===== src/rtl/uart_rxf_pkg.sv =====
package uart_rxf_pkg;
    localparam int unsigned DATA_W = 8;

    typedef struct packed {
        logic              brk;
        logic              frm;
        logic              par;
        logic [DATA_W-1:0] data;
    } rx_entry_t;

    function automatic logic entry_bad(input rx_entry_t e);
        return e.brk | e.frm | e.par;
    endfunction
endpackage


===== src/rtl/rxf_ptr_ctrl.sv =====
module rxf_ptr_ctrl #(
    parameter int unsigned DEPTH = 16,
    localparam int unsigned AW = $clog2(DEPTH),
    localparam int unsigned CW = $clog2(DEPTH + 1)
) (
    input  logic          clk,
    input  logic          rst_n,
    input  logic          push_req,
    input  logic          pop_req,
    input  logic          clr,
    output logic [AW-1:0] wr_ptr,
    output logic [AW-1:0] rd_ptr,
    output logic [CW-1:0] fill,
    output logic          push_ok,
    output logic          pop_ok,
    output logic          drop
);
    typedef struct packed {
        logic [AW-1:0] wr;
        logic [AW-1:0] rd;
        logic [CW-1:0] cnt;
    } ptr_st_t;

    ptr_st_t st_d, st_q;
    logic    full, empty;

    function automatic logic [AW-1:0] bump(input logic [AW-1:0] p);
        return (p == AW'(DEPTH - 1)) ? '0 : p + AW'(1);
    endfunction

    always_comb begin
        full    = (st_q.cnt == CW'(DEPTH));
        empty   = (st_q.cnt == '0);
        push_ok = push_req && !full && !clr;
        pop_ok  = pop_req && !empty && !clr;
        drop    = push_req && full && !clr;
        st_d    = st_q;
        if (clr) begin
            st_d = '0;
        end else begin
            if (push_ok) st_d.wr = bump(st_q.wr);
            if (pop_ok)  st_d.rd = bump(st_q.rd);
            st_d.cnt = st_q.cnt + CW'(push_ok) - CW'(pop_ok);
        end
    end

    always_ff @(posedge clk or negedge rst_n) begin
        if (!rst_n) st_q <= '0;
        else        st_q <= st_d;
    end

    assign wr_ptr = st_q.wr;
    assign rd_ptr = st_q.rd;
    assign fill   = st_q.cnt;
endmodule


===== src/rtl/rxf_store.sv =====
module rxf_store
    import uart_rxf_pkg::*;
#(
    parameter int unsigned DEPTH = 16,
    localparam int unsigned AW = $clog2(DEPTH)
) (
    input  logic              clk,
    input  logic              rst_n,
    input  logic              we,
    input  logic [AW-1:0]     wptr,
    input  rx_entry_t         wentry,
    input  logic [AW-1:0]     rptr,
    input  logic              pop_ok,
    output rx_entry_t         head,
    output logic [DATA_W-1:0] rbr
);
    typedef struct packed {
        rx_entry_t [DEPTH-1:0] mem;
        logic [DATA_W-1:0]     rbr;
    } store_st_t;

    store_st_t st_d, st_q;

    always_comb begin
        head = st_q.mem[rptr];
        st_d = st_q;
        if (we)     st_d.mem[wptr] = wentry;
        if (pop_ok) st_d.rbr = head.data;
    end

    always_ff @(posedge clk or negedge rst_n) begin
        if (!rst_n) st_q <= '0;
        else        st_q <= st_d;
    end

    assign rbr = st_q.rbr;
endmodule


===== src/rtl/rxf_err_track.sv =====
module rxf_err_track #(
    parameter int unsigned DEPTH = 16,
    localparam int unsigned CW = $clog2(DEPTH + 1)
) (
    input  logic clk,
    input  logic rst_n,
    input  logic push_ok,
    input  logic push_bad,
    input  logic pop_ok,
    input  logic pop_bad,
    input  logic clr,
    input  logic drop,
    input  logic stat_rd,
    output logic err_any,
    output logic ovr
);
    typedef struct packed {
        logic [CW-1:0] bad_cnt;
        logic          ovr;
    } err_st_t;

    err_st_t st_d, st_q;

    always_comb begin
        st_d = st_q;
        if (clr)
            st_d.bad_cnt = '0;
        else
            st_d.bad_cnt = st_q.bad_cnt + CW'(push_ok && push_bad)
                                        - CW'(pop_ok && pop_bad);
        if (drop)         st_d.ovr = 1'b1;
        else if (stat_rd) st_d.ovr = 1'b0;
    end

    always_ff @(posedge clk or negedge rst_n) begin
        if (!rst_n) st_q <= '0;
        else        st_q <= st_d;
    end

    assign err_any = (st_q.bad_cnt != '0);
    assign ovr     = st_q.ovr;
endmodule


===== src/rtl/rxf_req_gen.sv =====
module rxf_req_gen #(
    parameter int unsigned DEPTH = 16,
    localparam int unsigned CW = $clog2(DEPTH + 1)
) (
    input  logic [CW-1:0] fill,
    input  logic [1:0]    trig_sel,
    input  logic          err_any,
    output logic          irq,
    output logic          dma
);
    logic [CW-1:0] thr;

    always_comb begin
        case (trig_sel)
            2'd0:    thr = CW'(1);
            2'd1:    thr = CW'(DEPTH / 4);
            2'd2:    thr = CW'(DEPTH / 2);
            default: thr = CW'(DEPTH - 2);
        endcase
        irq = (fill >= thr);
        dma = irq && !err_any;
    end
endmodule


===== src/rtl/uart_rx_errfifo.sv =====
module uart_rx_errfifo
    import uart_rxf_pkg::*;
#(
    parameter int unsigned DEPTH = 16
) (
    input  logic       clk,
    input  logic       rst_n,
    input  logic       rx_push,
    input  logic [7:0] rx_data,
    input  logic       rx_frm_err,
    input  logic       rx_par_err,
    input  logic       rx_brk,
    input  logic       stat_rd,
    input  logic       buf_rd,
    input  logic       fifo_clr,
    input  logic [1:0] trig_sel,
    output logic       data_ready,
    output logic       err_sum,
    output logic       rx_irq,
    output logic       dma_req,
    output logic       lsr_frm,
    output logic       lsr_par,
    output logic       lsr_brk,
    output logic       lsr_ovr,
    output logic [7:0] rbr_data
);
    localparam int unsigned AW = $clog2(DEPTH);
    localparam int unsigned CW = $clog2(DEPTH + 1);

    logic [AW-1:0] wr_ptr, rd_ptr;
    logic [CW-1:0] fill_lvl;
    logic          push_ok, pop_ok, drop;
    rx_entry_t     in_entry, head;

    assign in_entry = '{brk: rx_brk, frm: rx_frm_err, par: rx_par_err, data: rx_data};

    rxf_ptr_ctrl #(.DEPTH(DEPTH)) u_ptr (
        .clk(clk), .rst_n(rst_n), .push_req(rx_push), .pop_req(buf_rd),
        .clr(fifo_clr), .wr_ptr(wr_ptr), .rd_ptr(rd_ptr), .fill(fill_lvl),
        .push_ok(push_ok), .pop_ok(pop_ok), .drop(drop)
    );

    rxf_store #(.DEPTH(DEPTH)) u_store (
        .clk(clk), .rst_n(rst_n), .we(push_ok), .wptr(wr_ptr),
        .wentry(in_entry), .rptr(rd_ptr), .pop_ok(pop_ok),
        .head(head), .rbr(rbr_data)
    );

    rxf_err_track #(.DEPTH(DEPTH)) u_err (
        .clk(clk), .rst_n(rst_n), .push_ok(push_ok),
        .push_bad(entry_bad(in_entry)), .pop_ok(pop_ok),
        .pop_bad(entry_bad(head)), .clr(fifo_clr), .drop(drop),
        .stat_rd(stat_rd), .err_any(err_sum), .ovr(lsr_ovr)
    );

    rxf_req_gen #(.DEPTH(DEPTH)) u_req (
        .fill(fill_lvl), .trig_sel(trig_sel), .err_any(err_sum),
        .irq(rx_irq), .dma(dma_req)
    );

    assign data_ready = (fill_lvl != '0);
    assign lsr_frm    = data_ready && head.frm;
    assign lsr_par    = data_ready && head.par;
    assign lsr_brk    = data_ready && head.brk;
endmodule


===== config.mk =====
export PLATFORM = sky130hd
export DESIGN_NAME = uart_rx_errfifo
export DESIGN_NICKNAME = d
export VERILOG_FILES = /design/src/rtl/uart_rxf_pkg.sv /design/src/rtl/rxf_ptr_ctrl.sv /design/src/rtl/rxf_store.sv /design/src/rtl/rxf_err_track.sv /design/src/rtl/rxf_req_gen.sv /design/src/rtl/uart_rx_errfifo.sv
export SDC_FILE = /design/constraint.sdc
export NUM_CORES = 1
export LEC_CHECK = 0
export BUFFER_PORTS_ARGS = -buffer_cell sky130_fd_sc_hd__buf_2
export CAP_MARGIN = 20
export CORE_ASPECT_RATIO = 0.5
export CORE_UTILIZATION = 44
export CTS_CLUSTER_DIAMETER = 150
export DETAILED_ROUTE_END_ITERATION = 16
export PLACE_DENSITY = 0.64
export SYNTH_ARGS = -nofsm -noshare
export SYNTH_HDL_FRONTEND = slang
export SYNTH_SLANG_ARGS = --single-unit

===== constraint.sdc =====
create_clock -name clk -period 3.25 [get_ports clk]
set_clock_uncertainty 0.15 [all_clocks]
set_input_delay 0.325 -clock clk [delete_from_list [all_inputs] [get_ports clk]]
set_output_delay 0.325 -clock clk [all_outputs]
set_load 0.01 [all_outputs]

==> impl_results.md <==
* Hold Path Class: primary input to register
* Synth unique cells at 44
* GRT overflow at 0
* IO Port Bufs at 34
* Final ANT Viol Nets at 0
* Via/cell ratio at 5.50
* RSZ-0062 raised after global routing: true
* Sw Ratio at 29.1%
* Num CTS Buffers at 20
* Placer Congestion at 0.786
* Syn Nets at 701
* Gr usage total at 19.6%
* N_diodes at 0
* Slew Limit Headroom at 63.1%
* Hold Startpoint: fifo_clr
* Core Footprint at 21900 um^2
* R2R Setup Slk at 0.004 ns
* Root buffer cell: clkbuf_16
* Layout cell share with drive strength beyond 1 at 23.0%
* Layout Nets at 736
* Mapped Area at 9890 um^2
* Async S/R FF share, synth at 100%
* Worst hold path endpoint: u_err.st_q[5]$_DFF_PN0_
* Worst r2r path cells at 15
* TritonCTS clock tree: done
* Die ar. at 23100 um^2
* Antenna violations before repair at 0
* Leakage at 0.00546 uW
* Total power draw at 7620 uW
* Die height at 108 um
* Critical Path Source Type: register
* Fill cell count at 1847
* Worst Path Arrival at 3.53 ns
* H-tree levels at 1
* Clock share of power at 30.2%
* Worst hold path cell count at 2
* Synthesis Warnings at 0
* Seq pwr share at 41.1%
* Outcome: completed
* Crit path capture type: register
* DR DRC count at 0
* Final setup fails at 0
* Worst Path Max Fanout at 4
* CP Class: register to register
* Clk pin slew, worst setup/hold paths at 0.07 ns
* NetSw at 2220 uW
* Post-Route WL at 21400 um
* Max VDD drop at 0.000329 V
* Post-Layout Cell Count at 1008
* Slew @ Worst Pin at 0.552 ns
* Mapped Cells at 659
* Vias in the first global route at 5824
* FF-to-FF Start: u_ptr.rd_ptr[0]$_DFFE_PN0P_
* Synth Register Bits at 203
* WP data required at 3.53 ns
* Cell Area, Placed at 10300 um^2
* Achievable Freq at 308 MHz
* Max Slew Vio Count at 0
* Total clock sinks at 203
* Maxcap violations at 0
* EDFF count, synth at 0
* Final instance area at 11100 um^2
* Sequential element share of the synthesized area at 51.4%
* Placed cell count at 965
* Via count at 5539
* Pin count of the biggest net entering global routing at 70
* Worst-Skew Late Latency at 0.50 ns
* Final period util at 99.9%
* Pwr Density at 688 nW/um^2
* Syn Area/Cell at 15.0 um^2
* Width of the chip at 214 um
* I/O pins at 35
* Area grow syn2layout at 12.1%
* Min Hold Slack at 0.0377 ns
* Final Hold Viols at 0
* # rows at 38
* Comb power frac at 28.7%
* Primary FF master, synth: dfrtp_1
* Max clock buf depth at 3
* DR WL/cell at 21.2 um
* Pint at 5400 uW
* Worst flop-to-flop path endpoint: u_err.st_q[5]$_DFF_PN0_
* Dpl hpwl at 13200 um
* Post-Route Setup TNS at 0 ns
* Final worst path period need at 3.25 ns
* Initial Utilization at 45.2%
* DRT iter0 DRCs at 386
* Global-route wire length before repair at 34500 um
* Detailed Routing Iterations Pass 1 at 4
[state kept, by name, indices dropped and copies added, names as in the netlist]
name	flops
u_err.ovr	1
u_err.st_q	5
u_ptr.fill	5
u_ptr.rd_ptr	4
u_ptr.wr_ptr	4
u_store.rbr	8
u_store.st_q	176
[how the worst max path moves through the flow]
stage / start / end / slack [ns]
after floorplan: u_ptr.rd_ptr[0]$_DFFE_PN0P_ / u_err.st_q[5]$_DFF_PN0_ / -0.08
after global placement: u_ptr.rd_ptr[0]$_DFFE_PN0P_ / u_err.st_q[5]$_DFF_PN0_ / -0.02
after detailed placement: u_ptr.rd_ptr[0]$_DFFE_PN0P_ / u_err.st_q[5]$_DFF_PN0_ / -0.05
after CTS: u_ptr.rd_ptr[0]$_DFFE_PN0P_ / u_err.st_q[5]$_DFF_PN0_ / -0.008
after global routing: u_ptr.rd_ptr[0]$_DFFE_PN0P_ / u_err.st_q[5]$_DFF_PN0_ / -0.16
final: u_ptr.rd_ptr[0]$_DFFE_PN0P_ / u_err.st_q[5]$_DFF_PN0_ / 0.004
[stage by stage]
| step | setup slack (ns) | util (%) |
|---|---|---|
| global route | -0.163 | 50.7 |
| global placement | -0.0195 | 47.3 |
| finish | 0.00354 | 50.7 |
| CTS | -0.00828 | 50.5 |
| detailed placement | -0.0518 | 47.3 |
| floorplan | -0.0835 | - |
[metal layers]
metal | GRT usage [%] | part of all wire [%] | up-vias
li1 | - | - | 2482
met1 | 28.8 | 51 | 2967
met2 | 31.4 | 46 | 69
met3 | 2.84 | 2.5 | 21
met4 | 3.44 | 1.1 | 0
met5 | 0 | 0 | -
[final cells by class]
class,instances,area (um^2),share of cell area (%)
repair buffers,68,487,4.39
flip-flops and latches,203,5080,45.8
multi-input cells,378,4410,39.8
inverters,23,86.3,0.779
clock buffers,29,574,5.18
clock inverters,7,75.1,0.677
well taps,300,375,3.39
[repair_timing]
action	4_1_cts	5_1_grt
setup endpoints to repair	1	3
hold buffers	3	0
resized for setup	4	6
pin swaps	5	1
hold endpoints to repair	64	0
setup buffers	2	2
[critical path, stage by stage (launching register included)]
cell and delay (ns):
dfrtp_2 0.44, buf_6 0.12, mux4_2 0.49, a22oi_2 0.22, nand4_1 0.14, o21a_1 0.21, ha_1 0.27, inv_1 0.04
ha_2 0.19, inv_2 0.05, fa_2 0.20, inv_1 0.05, a21oi_2 0.10, nor2_1 0.05, or3_1 0.36, a21oi_2 0.11
[Yosys cell counts, types with 4 or more instances]
master / instances / area [um^2]
mux2_2: 7 / 78.8
a21oi_1: 12 / 60.1
mux4_2: 24 / 541
nand3_2: 9 / 90.1
mux2i_1: 13 / 130
buf_4: 17 / 128
nor2_1: 17 / 63.8
clkbuf_1: 14 / 52.6
a21o_1: 5 / 37.5
mux2_4: 8 / 120
nand3_1: 11 / 55.1
nand2_1: 9 / 33.8
xnor2_1: 5 / 43.8
inv_1: 20 / 75.1
xor2_1: 5 / 43.8
buf_8: 4 / 60.1
ha_1: 21 / 263
o21ai_0: 5 / 25.0
dfrtp_1: 203 / 5080
mux4_1: 21 / 552
buf_2: 14 / 70.1
mux2_1: 169 / 1900
a221oi_1: 6 / 52.6
nor2b_1: 7 / 43.8
[cells by family (layout without fill, tap and decap cells)]
logic type | after synthesis | after routing | synth area share, %
mux | 243 | 243 | 33.9
flops | 203 | 203 | 51.4
buf+inv | 78 | 127 | 4.47
simple gates | 65 | 65 | 3.87
compound gates | 37 | 37 | 2.48
fa+ha+maj | 23 | 23 | 3.06
xor+xnor | 10 | 10 | 0.886
[power groups by stage]
stage	combinational (uW)	clock (uW)	sequential, uW
2_1_floorplan	1700	0	3100
3_3_place_gp	2090	0	3170
3_5_place_dp	2120	0	3180
4_1_cts	2170	2350	3140
5_1_grt	2410	2450	3190
6_report	2190	2300	3130
[cell usage in the layout, fill, tap and decap left out, drive strengths merged, types with 2 or more instances in the layout]
master and instances:
dfrtp 203, mux2 184, buf 64, mux4 46
clkbuf 30, inv 23, ha 21, nand3 20
nor2 17, mux2i 13, a21oi 12, nand2 9
nor2b 7, a221oi 6, o21ai 6, clkinv 6
a21o 5, xnor2 5, xor2 5, and2 3
a22oi 3, dlygate4sd3 3, a211o 2, or3 2
fa 2, nand4 2
No activity file was read; power rests on OpenSTA's default activity.
